===== src/rtl/ddr_ca_pkg.sv =====
`timescale 1ns/1ps
package ddr_ca_pkg;
  localparam int CA_W     = 10;
  localparam int BANK_W   = 3;
  localparam int BANK_LSB = CA_W - BANK_W;
  localparam int ROW_LO_W = BANK_LSB - 2;
  localparam int ROW_W    = CA_W + ROW_LO_W;
  localparam int COL_LO_W = BANK_LSB - 4;
  localparam int COL_W    = CA_W - 1 + COL_LO_W;
  localparam int MR_W     = CA_W - 2;
  localparam int MRA_HI_W = CA_W - 4;
  localparam int MRA_LO_W = MR_W - MRA_HI_W;
  localparam int CMD_W    = 4;

  typedef logic [CA_W-1:0] ca_t;

  typedef enum logic [CMD_W-1:0] {
    CMD_NOP   = 4'd0,
    CMD_ACT   = 4'd1,
    CMD_WR    = 4'd2,
    CMD_RD    = 4'd3,
    CMD_PRE   = 4'd4,
    CMD_BST   = 4'd5,
    CMD_MRW   = 4'd6,
    CMD_MRR   = 4'd7,
    CMD_REFPB = 4'd8,
    CMD_REFAB = 4'd9
  } cmd_e;

  function automatic cmd_e decode_cmd(ca_t r);
    cmd_e c;
    unique casez (r[3:0])
      4'b??00: begin
        case (r[3:2])
          2'b00:   c = CMD_MRW;
          2'b01:   c = CMD_MRR;
          2'b10:   c = CMD_REFPB;
          default: c = CMD_REFAB;
        endcase
      end
      4'b??10: c = CMD_ACT;
      4'b?001: c = CMD_WR;
      4'b?101: c = CMD_RD;
      4'b0011: c = CMD_BST;
      4'b1011: c = CMD_PRE;
      default: c = CMD_NOP;
    endcase
    return c;
  endfunction

  function automatic logic [BANK_W-1:0] bank_of(ca_t r);
    return r[CA_W-1:BANK_LSB];
  endfunction

  function automatic logic [ROW_W-1:0] row_of(ca_t r, ca_t f);
    return {f, r[BANK_LSB-1:2]};
  endfunction

  function automatic logic [COL_W-1:0] col_of(ca_t r, ca_t f);
    return {f[CA_W-1:1], r[BANK_LSB-1:4]};
  endfunction

  function automatic logic [MR_W-1:0] mra_of(ca_t r, ca_t f);
    return {r[CA_W-1:4], f[MRA_LO_W-1:0]};
  endfunction

  function automatic logic [MR_W-1:0] mrd_of(ca_t f);
    return f[CA_W-1:2];
  endfunction
endpackage


===== src/rtl/ddr_ca_rise_cap.sv =====
`timescale 1ns/1ps
module ddr_ca_rise_cap
  import ddr_ca_pkg::*;
(
  input  logic clk_i,
  input  logic rst_ni,
  input  ca_t  ca_i,
  output ca_t  rise_o
);
  // Reset value of all ones decodes as NOP.
  always_ff @(posedge clk_i or negedge rst_ni) begin
    if (!rst_ni) rise_o <= '1;
    else         rise_o <= ca_i;
  end
endmodule


===== src/rtl/ddr_ca_classify.sv =====
`timescale 1ns/1ps
module ddr_ca_classify
  import ddr_ca_pkg::*;
(
  input  ca_t               rise_i,
  input  ca_t               fall_i,
  output logic [CMD_W-1:0]  cmd_o,
  output logic              upd_bank_o,
  output logic              upd_row_o,
  output logic              upd_col_o,
  output logic              upd_mr_o,
  output logic [BANK_W-1:0] bank_o,
  output logic [ROW_W-1:0]  row_o,
  output logic [COL_W:0]    col_ap_o,
  output logic [2*MR_W-1:0] mr_o
);
  cmd_e cmd;

  always_comb begin
    cmd        = decode_cmd(rise_i);
    cmd_o      = cmd;
    upd_row_o  = (cmd == CMD_ACT);
    upd_col_o  = (cmd == CMD_WR) || (cmd == CMD_RD);
    upd_mr_o   = (cmd == CMD_MRW) || (cmd == CMD_MRR);
    upd_bank_o = upd_row_o || upd_col_o || (cmd == CMD_PRE);
    bank_o     = bank_of(rise_i);
    row_o      = row_of(rise_i, fall_i);
    col_ap_o   = {col_of(rise_i, fall_i), fall_i[0]};
    mr_o       = {mra_of(rise_i, fall_i), mrd_of(fall_i)};
  end
endmodule


===== src/rtl/ddr_ca_field_reg.sv =====
`timescale 1ns/1ps
module ddr_ca_field_reg #(
  parameter int W = 1
) (
  input  logic         clk_i,
  input  logic         rst_ni,
  input  logic         en_i,
  input  logic [W-1:0] d_i,
  output logic [W-1:0] q_o
);
  always_ff @(negedge clk_i or negedge rst_ni) begin
    if (!rst_ni)   q_o <= '0;
    else if (en_i) q_o <= d_i;
  end
endmodule


===== src/rtl/ddr_ca_decoder.sv =====
`timescale 1ns/1ps
module ddr_ca_decoder
  import ddr_ca_pkg::*;
(
  input  logic              clk_i,
  input  logic              rst_ni,
  input  logic [CA_W-1:0]   ca_i,
  output logic [CMD_W-1:0]  cmd_o,
  output logic [BANK_W-1:0] bank_o,
  output logic [ROW_W-1:0]  row_o,
  output logic [COL_W-1:0]  col_o,
  output logic              ap_o,
  output logic [MR_W-1:0]   mr_addr_o,
  output logic [MR_W-1:0]   mr_data_o
);
  ca_t               rise_q;
  logic [CMD_W-1:0]  cmd_next;
  logic              upd_bank, upd_row, upd_col, upd_mr;
  logic [BANK_W-1:0] bank_next;
  logic [ROW_W-1:0]  row_next;
  logic [COL_W:0]    col_ap_next;
  logic [2*MR_W-1:0] mr_next;

  ddr_ca_rise_cap u_rise (
    .clk_i  (clk_i),
    .rst_ni (rst_ni),
    .ca_i   (ca_i),
    .rise_o (rise_q)
  );

  ddr_ca_classify u_cls (
    .rise_i     (rise_q),
    .fall_i     (ca_i),
    .cmd_o      (cmd_next),
    .upd_bank_o (upd_bank),
    .upd_row_o  (upd_row),
    .upd_col_o  (upd_col),
    .upd_mr_o   (upd_mr),
    .bank_o     (bank_next),
    .row_o      (row_next),
    .col_ap_o   (col_ap_next),
    .mr_o       (mr_next)
  );

  ddr_ca_field_reg #(.W(CMD_W)) u_cmd_reg (
    .clk_i(clk_i), .rst_ni(rst_ni), .en_i(1'b1), .d_i(cmd_next), .q_o(cmd_o));

  ddr_ca_field_reg #(.W(BANK_W)) u_bank_reg (
    .clk_i(clk_i), .rst_ni(rst_ni), .en_i(upd_bank), .d_i(bank_next), .q_o(bank_o));

  ddr_ca_field_reg #(.W(ROW_W)) u_row_reg (
    .clk_i(clk_i), .rst_ni(rst_ni), .en_i(upd_row), .d_i(row_next), .q_o(row_o));

  ddr_ca_field_reg #(.W(COL_W+1)) u_col_reg (
    .clk_i(clk_i), .rst_ni(rst_ni), .en_i(upd_col), .d_i(col_ap_next), .q_o({col_o, ap_o}));

  ddr_ca_field_reg #(.W(2*MR_W)) u_mr_reg (
    .clk_i(clk_i), .rst_ni(rst_ni), .en_i(upd_mr), .d_i(mr_next),
    .q_o({mr_addr_o, mr_data_o}));
endmodule


===== config.mk =====
export PLATFORM = sky130hd
export DESIGN_NAME = ddr_ca_decoder
export DESIGN_NICKNAME = d
export VERILOG_FILES = /design/src/rtl/ddr_ca_pkg.sv /design/src/rtl/ddr_ca_rise_cap.sv /design/src/rtl/ddr_ca_classify.sv /design/src/rtl/ddr_ca_field_reg.sv /design/src/rtl/ddr_ca_decoder.sv
export SDC_FILE = /design/constraint.sdc
export NUM_CORES = 1
export LEC_CHECK = 0
export ABC_AREA = 1
export BUFFER_PORTS_ARGS = -buffer_cell sky130_fd_sc_hd__buf_2
export CELL_PAD_IN_SITES_DETAIL_PLACEMENT = 1
export CELL_PAD_IN_SITES_GLOBAL_PLACEMENT = 1
export CORE_UTILIZATION = 39
export CTS_CLUSTER_DIAMETER = 150
export CTS_CLUSTER_SIZE = 14
export DETAILED_ROUTE_END_ITERATION = 6
export GPL_TIMING_DRIVEN = 0
export PLACE_DENSITY = 0.89
export SLEW_MARGIN = 5
export SYNTH_ARGS = -nofsm -noshare
export SYNTH_HDL_FRONTEND = slang
export SYNTH_SLANG_ARGS = --single-unit

===== constraint.sdc =====
create_clock -name clk_i -period 1.45 [get_ports clk_i]
set_input_delay 0.0725 -clock clk_i [delete_from_list [all_inputs] [get_ports clk_i]]
set_output_delay 0.0725 -clock clk_i [all_outputs]
set_load 0.01 [all_outputs]

Word level (Yosys, flattened, before mapping) --
Index checks and enable logic that the tools add are counted.
Cells by class: multiplexer cells 2, equal/unequal tests 13, reduce and logical (&&, ||, !) cells 6
Operator list (count):
- one-hot mux 4 bit (6 select lines) | 1
- == test 4 x 2 -> 1 bit, second input constant | 3
- == test 4 x 3 -> 1 bit, second input constant | 3
- one-hot mux 4 bit (3 select lines) | 1
- == test 2 bit, second input constant | 2
- == test 4 x 1 -> 1 bit, second input constant | 1
- == test 4 bit, second input constant | 1
- logical NOT 2 bit | 2
- logical OR 1 bit | 4
- == test 3 x 1 -> 1 bit, second input constant | 1
- == test 3 bit, second input constant | 1
- == test 2 x 1 -> 1 bit, second input constant | 1
Storage, ports and cells: register bits 61, word-level logic and storage cells 27, output and inout bits 51, input bits 12

Logic depth before layout (Yosys ltp) --
depth in word-level cells 7, mapped depth 6, mapped depth without buffers 5

By module --
A second synthesis with hierarchy kept.
Second synthesis, totals: cells, all modules 296, area total of the unflattened synthesis 2728.9 um^2
Modules (own cells, without submodules):
- ddr_ca_field_reg (u_mr_reg) | times used 1, sequential area each 400.4 um^2, area each 644.4 um^2, cells an instance 68
- ddr_ca_field_reg (u_row_reg) | times used 1, sequential area each 375.4 um^2, area each 608.1 um^2, cells an instance 64
- ddr_ca_field_reg (u_col_reg) | times used 1, sequential area each 325.3 um^2, area each 494.2 um^2, cells an instance 55
- ddr_ca_classify | times used 1, sequential area each 0.0 um^2, area each 454.2 um^2, cells an instance 68
- ddr_ca_rise_cap | times used 1, sequential area each 262.8 um^2, area each 262.8 um^2, cells an instance 10
- ddr_ca_field_reg (u_cmd_reg) | times used 1, sequential area each 100.1 um^2, area each 148.9 um^2, cells an instance 17
- ddr_ca_field_reg (u_bank_reg) | times used 1, sequential area each 75.1 um^2, area each 112.6 um^2, cells an instance 13
- ddr_ca_decoder | times used 1, sequential area each 0.0 um^2, area each 3.8 um^2, cells an instance 1

==> impl_metrics.ini <==
[placed_design]
placedCellCount = 333
dpl.hpwl_mm = 3.904
place_ws_ns = -0.5397
postPlaceCellArea_um2 = 2700
gp_congestion = 0.8035
portBuffers = 62

[routing]
post_drt_via_cell_ratio = 5.146
drc_errors = 0
vias = 2182
wl_mm = 9.378
wire_per_inst_um = 22.12
drt-pass1-iter-count = 4
drtIter0Drc = 140
antenna_left = 0

[sta]
finalSetupViolCount = 102
layout_setup_ws_ns = -0.7125
drv_slew = 0
hold_slack_ns = 0.1812
maxSlewHeadroom_pct = 49.36
hold_viol = 0
grt_setup_unrepaired = yes
tightest_slew_ns = 0.7597
clock_skew_ns = 0.02591

[die]
num_rows = 27
core-area_um2 = 5574
dieArea_um2 = 6132
die_x_um = 78.31
die_h_um = 78.31
io_pins = 63
initial_core_util_pct = 40.74

[min_path]
hold_path_class = input port to async pin

[clocking]
clockBufferDepth = 2
numCtsBuffers = 9
cts_sinks = 61
cts_tree = yes
clk_pin_slew_ns = 0.08
h-tree-depth = 3
clock_latency_ns = 0.36
clock-root-buffer = clkbuf_8

[cells_and_area]
fin_cells = 424
fill_cells = 598
antennaDiodeCount = 0
final_common_cell = buf_2
final_nets = 359
layout-drive-gt1-share_pct = 59.38
design_area_um2 = 3766
areaGrowthSynthToFinish_pct = 65.84
final_cell_mix = 59 x buf_2, 55 x buf_4, 51 x dfrtn_1

[global_route]
grt_pass1_wl_mm = 12.15
antenna_found_initial = 0
grt_pass1_vias = 2274
grt_max_degree = 62
grt_overflow_total = 0
grtUsageTotal_pct = 27.99

[power_and_ir_drop]
power_frac_comb_pct = 24.2
pwr-share-seq_pct = 40.8
irDropWorstVdd_v = 0.0007315
leakagePower_uw = 0.001984
p_sw_uw = 1486
p_int_uw = 3612
p_clk_share_pct = 35.0
finalPower_uw = 5097
powerDensity_nw_per_um2 = 1353
switching_share_pct = 29.14

[logic_synthesis]
synth_warnings = 0
synth_edf_count = 0
synthesis.area_um2 = 2271
syn_inst = 199
ys_seq_area_share_pct = 67.77
synth.net_count = 211
yosys_register_bits = 61
async_reset_ff_share_pct = 100.0
synth_ff_type = dfrtn_1
synth_cell_types = 18
syn_avg_cell_area_um2 = 11.41

[setup_path]
crit_arrival_ns = 1.80
start_kind = flip-flop
cp-end-kind = flip-flop
required_ns = 1.09
rrSetupSlack_ns = -0.71
ff2ff_path_depth = 6
r2r_end = u_bank_reg.q_o[2]
worstReg2RegStart = u_rise.rise_o[1]
worst-path-max-fanout = 4
crit_type = flip-flop to flip-flop

[outcome]
violations = setup timing
status = complete, but fails checks

[flow_run]
cap_viol_max_count = 0
==> worst max-delay path by stage <==
stage / from / to / slack, ns / depth (start not counted)
3_3_place_gp: u_rise.rise_o[1] / u_cmd_reg.q_o[1] / -0.53 / 4
3_5_place_dp: u_rise.rise_o[1] / u_col_reg.q_o[0] / -0.54 / 4
6_report: u_rise.rise_o[1] / u_bank_reg.q_o[2] / -0.71 / 6
4_1_cts: u_rise.rise_o[0] / u_mr_reg.q_o[9] / -0.56 / 5
5_1_grt: u_rise.rise_o[2] / u_bank_reg.q_o[2] / -0.72 / 6
2_1_floorplan: u_rise.rise_o[0] / u_cmd_reg.q_o[2] / -0.42 / 5
==> per-layer routing <==
| metal | up-vias | GRT usage, % | routed length, um |
|---|---|---|---|
| li1 | 936 | - | - |
| met1 | 1103 | 31.34 | 3659 |
| met2 | 102 | 48.77 | 4757 |
| met3 | 41 | 8.023 | 514 |
| met4 | 0 | 13.52 | 447 |
| met5 | - | 0 | 0 |
==> worst max-delay path: stages (launching register included) <==
cell and delay, ns:
dfstp_2 0.62, buf_6 0.15, nand4_1 0.21, buf_4 0.23, nand2_4 0.08, nand2_2 0.06, nand2_2 0.08
==> power by group through the flow <==
stage	sequential [uW]	clock [uW]	combinational (uW)
floorplan	2170	0	266
global placement	2080	0	653
detailed placement	2090	0	690
CTS	2050	1750	951
global route	2100	1880	1310
finish	2080	1790	1230
==> Yosys cell counts (2+ instances only) <==
cell     number  area, um^2
dfrtn_1      51        1276
inv_2         2       7.510
buf_6         5       56.30
o21ai_1      10       50.05
nand2_1      54       202.7
inv_1        18       67.56
buf_2         3       15.01
a21oi_1       2       10.01
o21ai_0      18       90.09
nand3_1       3       15.01
o21ai_2      17       148.9
dfstp_2      10       262.8
==> flip-flops by register name, indices dropped and copies added, names as in the netlist <==
register	cells
u_cmd_reg.q_o	4
u_row_reg.q_o	15
u_mr_reg.q_o	16
u_rise.rise_o	10
u_bank_reg.q_o	3
u_col_reg.q_o	13
==> kinds of logic after synthesis <==
group / Yosys count / synth area share (%)
buffers and inverters: 29 / 7.327
DFF: 61 / 67.77
and+or+nand+nor: 61 / 11.35
xor gates and xnor gates: 1 / 0.3857
AOI/OAI and AO/OA: 47 / 13.17
==> stage by stage <==
| stage | util [%] | setup TNS (ns) |
|---|---|---|
| finish | 67.56 | -41.38 |
| global route | 67.56 | -43.67 |
| CTS | 61.41 | -38.21 |
| detailed placement | 48.44 | -48.86 |
| global placement | 48.44 | -46.07 |
| floorplan | - | -19.84 |
==> final cells by class <==
cell class | instances | area (um^2) | area share (%)
flip-flops and latches | 61 | 1539 | 40.86
repair buffers | 137 | 1007 | 26.74
multi-input cells | 109 | 689.4 | 18.31
clock buffers | 12 | 155.1 | 4.120
plain buffers | 9 | 135.1 | 3.588
well taps | 72 | 90.09 | 2.392
inverters | 20 | 80.08 | 2.126
clock inverters | 4 | 70.07 | 1.860
==> repair_timing <==
action | in CTS | in global routing
endpoints found under the setup margin | 153 | 102
endpoints found under the hold margin | 10 | 0
gates cloned | 3 | 2
resized for setup | 38 | 27
hold buffers | 10 | 0
pin swaps | 2 | 8
setup buffers | 34 | 27
Note: power is estimated with default switching activity, not from simulation.
